==> config.mk <==
export PLATFORM = sky130hd
export DESIGN_NAME = irq_collect
export DESIGN_NICKNAME = d
export VERILOG_FILES = /design/src/rtl/irq_collect_pkg.sv /design/src/rtl/irq_latch_bit.sv /design/src/rtl/irq_src_bank.sv /design/src/rtl/irq_cfg_regs.sv /design/src/rtl/irq_abort_cause.sv /design/src/rtl/irq_collect.sv
export SDC_FILE = /design/constraint.sdc
export NUM_CORES = 1
export LEC_CHECK = 0
export BUFFER_PORTS_ARGS = -buffer_cell sky130_fd_sc_hd__clkbuf_2
export CAP_MARGIN = 5
export CORE_MARGIN = 4
export CORE_UTILIZATION = 45
export CTS_CLUSTER_SIZE = 24
export DETAILED_ROUTE_END_ITERATION = 8
export HOLD_SLACK_MARGIN = 0.02
export PLACE_DENSITY = 0.78
export SLEW_MARGIN = 25
export SYNTH_ARGS = -nofsm -noshare
export SYNTH_HDL_FRONTEND = slang
export SYNTH_SLANG_ARGS = --single-unit
==> constraint.sdc <==
create_clock -name clk -period 2.4 [get_ports clk]
set_input_delay 0.72 -clock clk [delete_from_list [all_inputs] [get_ports clk]]
set_output_delay 0.72 -clock clk [all_outputs]
set_load 0.1 [all_outputs]
==> src/rtl/irq_collect_pkg.sv <==
package irq_collect_pkg;
  localparam int NSRC       = 12;
  localparam int SRC_RXFULL = 2;
  localparam int SRC_TXEMPT = 4;
  localparam int SRC_ABORT  = 6;
  localparam logic [NSRC-1:0] LATCH_MASK = 12'hFEB;

  localparam int A_RAW    = 0;
  localparam int A_MSTAT  = 1;
  localparam int A_MASK   = 2;
  localparam int A_RXTHR  = 3;
  localparam int A_TXTHR  = 4;
  localparam int A_CAUSE  = 5;
  localparam int A_CLRALL = 6;
  localparam int A_CLR0   = 16;
endpackage

==> src/rtl/irq_latch_bit.sv <==
module irq_latch_bit (
  input  logic clk,
  input  logic rst,
  input  logic set_i,
  input  logic clr_i,
  output logic q_o
);
  always_ff @(posedge clk) begin
    if (rst)        q_o <= 1'b0;
    else if (set_i) q_o <= 1'b1;
    else if (clr_i) q_o <= 1'b0;
  end
endmodule

==> src/rtl/irq_src_bank.sv <==
module irq_src_bank #(
  parameter int NSRC = 12,
  parameter int LVL_W = 5,
  parameter logic [NSRC-1:0] LATCH = 12'hFEB,
  parameter int RXF = 2,
  parameter int TXE = 4
) (
  input  logic             clk,
  input  logic             rst,
  input  logic [NSRC-1:0]  evt_i,
  input  logic [NSRC-1:0]  clr_i,
  input  logic [LVL_W-1:0] rx_level_i,
  input  logic [LVL_W-1:0] tx_level_i,
  input  logic [LVL_W-1:0] rx_thr_i,
  input  logic [LVL_W-1:0] tx_thr_i,
  output logic [NSRC-1:0]  raw_o
);
  for (genvar k = 0; k < NSRC; k++) begin : g_src
    if (LATCH[k]) begin : g_latch
      irq_latch_bit u_bit (
        .clk(clk), .rst(rst), .set_i(evt_i[k]), .clr_i(clr_i[k]), .q_o(raw_o[k])
      );
    end else if (k == RXF) begin : g_rxfull
      always_ff @(posedge clk) begin
        if (rst) raw_o[k] <= 1'b0;
        else     raw_o[k] <= (rx_level_i > rx_thr_i);
      end
    end else if (k == TXE) begin : g_txempty
      always_ff @(posedge clk) begin
        if (rst) raw_o[k] <= 1'b0;
        else     raw_o[k] <= (tx_level_i <= tx_thr_i);
      end
    end else begin : g_none
      assign raw_o[k] = 1'b0;
    end
  end
endmodule

==> src/rtl/irq_cfg_regs.sv <==
module irq_cfg_regs #(
  parameter int NSRC = 12,
  parameter int LVL_W = 5,
  parameter int ADDR_W = 5,
  parameter int DATA_W = 16,
  parameter int A_MASK = 2,
  parameter int A_RXTHR = 3,
  parameter int A_TXTHR = 4
) (
  input  logic              clk,
  input  logic              rst,
  input  logic              wr_i,
  input  logic [ADDR_W-1:0] addr_i,
  input  logic [DATA_W-1:0] wdata_i,
  output logic [NSRC-1:0]   mask_o,
  output logic [LVL_W-1:0]  rx_thr_o,
  output logic [LVL_W-1:0]  tx_thr_o
);
  always_ff @(posedge clk) begin
    if (rst) begin
      mask_o   <= '0;
      rx_thr_o <= '0;
      tx_thr_o <= '0;
    end else if (wr_i) begin
      if (addr_i == ADDR_W'(A_MASK))  mask_o   <= wdata_i[NSRC-1:0];
      if (addr_i == ADDR_W'(A_RXTHR)) rx_thr_o <= wdata_i[LVL_W-1:0];
      if (addr_i == ADDR_W'(A_TXTHR)) tx_thr_o <= wdata_i[LVL_W-1:0];
    end
  end
endmodule

==> src/rtl/irq_abort_cause.sv <==
module irq_abort_cause #(
  parameter int ABRT_W = 13
) (
  input  logic              clk,
  input  logic              rst,
  input  logic              set_i,
  input  logic              clr_i,
  input  logic [ABRT_W-1:0] cause_i,
  output logic [ABRT_W-1:0] cause_o
);
  always_ff @(posedge clk) begin
    if (rst) cause_o <= '0;
    else     cause_o <= (clr_i ? '0 : cause_o) | (set_i ? cause_i : '0);
  end
endmodule

==> src/rtl/irq_collect.sv <==
module irq_collect
  import irq_collect_pkg::*;
#(
  parameter int LVL_W  = 5,
  parameter int ABRT_W = 13,
  parameter int ADDR_W = 5,
  parameter int DATA_W = 16
) (
  input  logic              clk,
  input  logic              rst,
  input  logic [11:0]       evt_i,
  input  logic [ABRT_W-1:0] abrt_cause_i,
  input  logic [LVL_W-1:0]  rx_level_i,
  input  logic [LVL_W-1:0]  tx_level_i,
  input  logic [ADDR_W-1:0] bus_addr_i,
  input  logic              bus_wr_i,
  input  logic              bus_rd_i,
  input  logic [DATA_W-1:0] bus_wdata_i,
  output logic [DATA_W-1:0] bus_rdata_o,
  output logic              irq_o
);
  logic [NSRC-1:0]   raw_stat;
  logic [NSRC-1:0]   mask_q;
  logic [NSRC-1:0]   clr_vec;
  logic [LVL_W-1:0]  rx_thr, tx_thr;
  logic [ABRT_W-1:0] abrt_cause;
  logic [DATA_W-1:0] rd_mux;
  logic              clr_all;

  assign clr_all = bus_rd_i && (bus_addr_i == ADDR_W'(A_CLRALL));

  for (genvar k = 0; k < NSRC; k++) begin : g_clr
    assign clr_vec[k] = clr_all || (bus_rd_i && (bus_addr_i == ADDR_W'(A_CLR0 + k)));
  end

  irq_cfg_regs #(
    .NSRC(NSRC), .LVL_W(LVL_W), .ADDR_W(ADDR_W), .DATA_W(DATA_W),
    .A_MASK(A_MASK), .A_RXTHR(A_RXTHR), .A_TXTHR(A_TXTHR)
  ) u_cfg (
    .clk(clk), .rst(rst), .wr_i(bus_wr_i), .addr_i(bus_addr_i),
    .wdata_i(bus_wdata_i), .mask_o(mask_q), .rx_thr_o(rx_thr), .tx_thr_o(tx_thr)
  );

  irq_src_bank #(
    .NSRC(NSRC), .LVL_W(LVL_W), .LATCH(LATCH_MASK),
    .RXF(SRC_RXFULL), .TXE(SRC_TXEMPT)
  ) u_bank (
    .clk(clk), .rst(rst), .evt_i(evt_i), .clr_i(clr_vec),
    .rx_level_i(rx_level_i), .tx_level_i(tx_level_i),
    .rx_thr_i(rx_thr), .tx_thr_i(tx_thr), .raw_o(raw_stat)
  );

  irq_abort_cause #(.ABRT_W(ABRT_W)) u_cause (
    .clk(clk), .rst(rst), .set_i(evt_i[SRC_ABORT]), .clr_i(clr_vec[SRC_ABORT]),
    .cause_i(abrt_cause_i), .cause_o(abrt_cause)
  );

  always_comb begin
    rd_mux = '0;
    case (bus_addr_i)
      ADDR_W'(A_RAW):    rd_mux = DATA_W'(raw_stat);
      ADDR_W'(A_MSTAT):  rd_mux = DATA_W'(raw_stat & mask_q);
      ADDR_W'(A_MASK):   rd_mux = DATA_W'(mask_q);
      ADDR_W'(A_RXTHR):  rd_mux = DATA_W'(rx_thr);
      ADDR_W'(A_TXTHR):  rd_mux = DATA_W'(tx_thr);
      ADDR_W'(A_CAUSE):  rd_mux = DATA_W'(abrt_cause);
      ADDR_W'(A_CLRALL): rd_mux = DATA_W'(raw_stat);
      default: begin
        for (int k = 0; k < NSRC; k++)
          if (bus_addr_i == ADDR_W'(A_CLR0 + k)) rd_mux = DATA_W'(raw_stat[k]);
      end
    endcase
  end

  always_ff @(posedge clk) begin
    if (rst) begin
      bus_rdata_o <= '0;
      irq_o       <= 1'b0;
    end else begin
      if (bus_rd_i) bus_rdata_o <= rd_mux;
      irq_o <= |(raw_stat & mask_q);
    end
  end
endmodule

After elaboration in Yosys (flattened, before gate mapping)
Cells that the tools add are included.
W data, S select, Z words.
{ "word_totals": {"register_bits": 64, "latchBits": 0, "mem_bits_rw": 0, "romBits": 0, "inputBits": 60, "output_inout_bits": 17, "elab_cells": 113, "mem_count": 0} }
{ "op_classes": {"n_addsub": 0, "n_mul": 0, "div": 0, "magnitude_cmp": 2, "eq_ne": 18, "shifts": 0, "mux": 35, "bitwise": 3, "reduce_logical": 37} }
{ "ops": {"columns": ["cell", "count"], "rows": [
  ["$mux W16", 11],
  ["$pmux W16 S6", 1],
  ["$eq A5 B5 Y1 const B", 12],
  ["$mux W13", 2],
  ["$and A12 B12 Y12", 2],
  ["$mux W1", 21],
  ["$reduce_bool A2 Y1", 10],
  ["$eq A5 B3 Y1 const B", 3],
  ["$or A13 B13 Y13", 1],
  ["$reduce_or A12 Y1", 1],
  ["$logic_and A1 B1 Y1", 11],
  ["$eq A5 B2 Y1 const B", 2],
  ["$logic_or A1 B1 Y1", 10],
  ["$reduce_and A2 Y1", 3],
  ["$eq A5 B1 Y1 const B", 1],
  ["$gt A5 B5 Y1", 1],
  ["$le A5 B5 Y1", 1],
  ["$logic_not A5 Y1", 1],
  ["$reduce_or A2 Y1", 1]
]} }

Longest topological paths before layout
{ "logic_depth": {"depth_word": 14, "depth_mapped": 8, "mapped_depth_nobuf": 7} }

By module
From an unflattened synthesis, not the netlist that was laid out.
{ "unflattened": {"hier_cells": 412, "hier_area_um2": 3529.6} }
{ "by_module_without_submodules": {"columns": ["module", "n_inst", "cells_per_inst", "area_each_um2", "seq_area_each_um2"], "rows": [
  ["irq_collect", 1, 192, 1396.3, 280.3],
  ["irq_cfg_regs", 1, 87, 957.2, 440.4],
  ["irq_abort_cause", 1, 55, 490.5, 260.2],
  ["irq_latch_bit", 10, 4, 38.8, 20.0],
  ["irq_src_bank", 1, 38, 297.8, 40.0]
]} }

Least setup slack after synthesis
No wires, ideal clock.
{ "synth_path": {"kind": "input port to flip-flop", "from": "in bus_addr_i[3]", "to": "reg, netlist name u_bank.g_src[5].g_latch.u_bit.q_o", "setup_ps": 128, "arrival_time_ps": 1881, "required_time_ps": 2272, "slack_ps": 392, "cell_stages": 8, "path_buffers": 3, "cell_sequence": "buf_4 nor2b_1 buf_4 nand3_1 or2_2 buf_2 a31oi_1 nor2_1"} }
{ "synth_via": {"elab_chain_cells": 4, "elab_cells_between_ends": 6, "classes_between": "2 x eq/ne; 4 x reduce/logical"} }
{ "synth_lines": {"columns": ["element", "line_no", "text"], "rows": [
  ["start: declaration", "irq_collect.sv:15", "input logic [ADDR_W-1:0] bus_addr_i,"],
  ["$eq A5 B3 Y1 / $eq A5 B5 Y1 (equally long branches)", "irq_collect.sv:30, irq_collect.sv:33", null],
  ["$logic_and A1 B1 Y1 (on tied branches)", "irq_collect.sv:30, irq_collect.sv:33", null],
  ["$logic_or A1 B1 Y1 *", "irq_collect.sv:33", "assign clr_vec[k] = clr_all || (bus_rd_i && (bus_addr_i == ADDR_W'(A_CLR0 + k)));"],
  ["$reduce_bool A2 Y1 (no source line) *", null, null]
]} }
Mark *: on every way between the ends. The rest lies on a longest branch, timed or not.
A chain may end at the register's enable or synchronous reset.

Worst setup path after layout
{ "layout_path": {"from": "in bus_addr_i[0]", "to": "reg u_cfg.mask_o[4]"} }
{ "layout_via": {"elab_chain_cells": 2} }
{ "layout_lines": {"columns": ["element", "line_no", "text"], "rows": [
  ["$eq A5 B2 Y1", "irq_cfg_regs.sv:25", "if (addr_i == ADDR_W'(A_MASK)) mask_o <= wdata_i[NSRC-1:0];"],
  ["$reduce_and A2 Y1 (no source line)", null, null],
  ["end signal: assignment", "irq_cfg_regs.sv:25", null],
  ["end: declaration", "irq_cfg_regs.sv:15", "output logic [NSRC-1:0] mask_o,"]
]} }
Every way passes these cells.

==> run_results.csv <==
group,metric,value,unit
drt,via_per_inst,5.73,
yosys,synth_flop_cell,"dfxtp_1",
sta,finalCritPeriodShare,80.2,%
worst_setup_path,crit_fanout,23,
layout,post_route_cells_drive_above_1_share,23.5,%
sta,final.setup.tns,0,ns
yosys,yosysWarnings,0,
global_route,grt_usage,22.4,%
cts,cts_tree,"built",
global_route,overflow,0,
drt,drt_first_iter_violations,258,
yosys,seq_area_frac_synth,37.9,%
worst_setup_path,worstPathRequired,2.61,ns
layout,stdcell_area,3890,µm²
sta,drv_slew,0,
placed_design,io_buffers,67,
worst_setup_path,timing_worst_setup_path_type,"in2reg",
flow_run,cap_violations,0,
drt,postRouteAntennaNets,0,
layout,area_growth,21.0,%
placed_design,gp_congestion,0.907,
drt,drc,0,
cts,cts_buffer_depth,2,
worst_setup_path,end_kind,"flip-flop",
sta,setup_viol,0,
global_route,grt_max_degree,29,
drt,wire_per_inst,16.8,µm
global_route,grt_pass1_wl,15000,µm
pwr,power-per-cell-area,659,nW/µm²
run_status,status,"finished, final reports clean",
sta,fmax,519,MHz
layout,diodes,0,
yosys,ys_ff_latch,61,
yosys,synth.cell_area,3220,µm²
layout,fillerInstances,664,
layout,final_cell_mix,"67 x clkbuf_2, 61 x dfxtp_1, 45 x nor2_1",
sta,setup_slack,0.475,ns
layout,layout_commonest_cell,"clkbuf_2",
placed_design,preCtsSetupSlack,0.131,ns
sta,rsz0062_at_grt,"no",
floorplan,die-area,8570,µm²
cts,hold_buffers,0,
cts,cts_buffers,9,
placed_design,placed_cells,532,
cts,htreeDepth,3,
sta,slew_headroom,63.4,%
sta,tightest_slew,0.549,ns
yosys,async_flop_share,0,%
sta,finalCriticalPeriod,1.93,ns
floorplan,ios,77,
global_route,antenna_found_initial,0,
floorplan,num_rows,30,
drt,first_pass_iters,4,
sta,timing.final.hold_violations,0,
floorplan,core,6870,µm²
yosys,synthCells,385,
sta,clock_skew,0.00556,ns
cts,ctsRootBufferMaster,"clkbuf_8",
floorplan,fp.dieW,92.6,µm
yosys,avgSynthCellArea,8.36,µm²
global_route,grt_pass1_vias,3082,
cts,postCtsSetupBuffers,0,
cts,cts.sinks,61,
worst_setup_path,start_kind,"input port",
floorplan,start_util,46.8,%
drt,routed_wirelength,9180,µm
cts,clk_pin_slew,0.07,ns
yosys,ys_types,49,
floorplan,die_y,92.6,µm
drt,vias,3138,
layout,final_cells,548,
pwr,power.leakage,1.59,nW
placed_design,placed_cell_area,3640,µm²
hold_path,hp-class,"reg2reg",
worst_setup_path,cp_data_arrival_time,2.14,ns
cts,post_cts_resized,0,
layout,fin_nets,517,
pwr,vdd_ir_drop_max,0.000363,V
placed_design,dp_hpwl,6740,µm
yosys,synth_edf_count,0,
cts,clock_latency,0.35,ns
sta,holdWs,0.470,ns
[final timing paths]
path	from	to	slack [ns]	cells past startpoint
max	bus_addr_i[0]	u_cfg.mask_o[4]	0.47	7
min	bus_rdata_o[12]	bus_rdata_o[12]	0.47	2
max reg2reg	u_cfg.rx_thr_o[1]	u_bank.raw_o[2]	0.85	7
min reg2reg	bus_rdata_o[12]	bus_rdata_o[12]	0.47	2
[power breakdown]
group	internal [W]	leakage, nW	switching, W
sequential	0.00105	0.499	0.0000371
combinational	0.000120	0.970	0.000207
clock	0.000722	0.120	0.000428
[sequential cells by signal (all words and copies together) (netlist names)]
signal / cells
u_cfg.tx_thr_o: 5
u_cause.cause_o: 13
u_cfg.rx_thr_o: 5
bus_rdata_o: 13
u_cfg.mask_o: 12
u_bank.g_src.g_latch.u_bit.q_o: 10
u_bank.raw_o: 2
irq_o: 1
[metrics by stage]
step                total power, W  utilization, %
detailed placement         0.00143            53.1
CTS                        0.00257            56.7
finish                     0.00256            56.7
global route               0.00265            56.7
global placement           0.00143            53.1
floorplan                  0.00132               -
[synthesized netlist by cell type, drive strengths merged (6+ instances only)]
master / count / area share (%)
nor2b: 12 / 2.3
o211a: 8 / 2.5
o21ai: 7 / 1.1
a211oi: 12 / 2.8
nor2: 47 / 5.8
inv: 18 / 2.1
nand2: 27 / 3.1
nand3: 19 / 3.0
a221oi: 8 / 2.2
mux2i: 14 / 4.4
a22oi: 21 / 4.9
nand2b: 10 / 2.0
dfxtp: 61 / 38
clkbuf: 17 / 2.0
a31oi: 8 / 1.6
a21oi: 27 / 4.2
buf: 15 / 3.2
ha: 10 / 3.9
nand4: 6 / 1.2
[cell type report]
cell class	instances	area (µm²)	share of cell area [%]
repair buffers	81	465	12.0
well taps	96	120	3.09
multi-input cells	276	1770	45.5
clock buffers	11	141	3.63
flip-flops and latches	61	1220	31.4
clock inverters	5	106	2.73
inverters	18	67.6	1.74
[metal layers]
metal | GRT usage (%) | vias up | share of wire (%)
met5 | 0 | - | 0
met1 | 29.3 | 1478 | 44
met4 | 6.56 | 0 | 1.6
met2 | 35.8 | 131 | 47
li1 | - | 1515 | -
met3 | 6.58 | 14 | 7.4
[kinds of logic after synthesis]
| group | after synthesis | synth area share [%] |
|---|---|---|
| AOI/OAI and AO/OA | 111 | 24.1 |
| adders and majority gates | 10 | 3.89 |
| buffers and inverters | 50 | 7.27 |
| DFF | 61 | 37.9 |
| muxes | 17 | 5.40 |
| other | 1 | 0.117 |
| and+or+nand+nor | 135 | 21.2 |
[critical path, stage by stage]
cell	delay, ns
clkbuf_2	0.19
nor2_1	0.23
and3_1	0.23
buf_12	0.17
nand2_1	0.31
nand2_1	0.18
a21oi_1	0.08
Note: power is estimated with default switching activity, not from simulation.
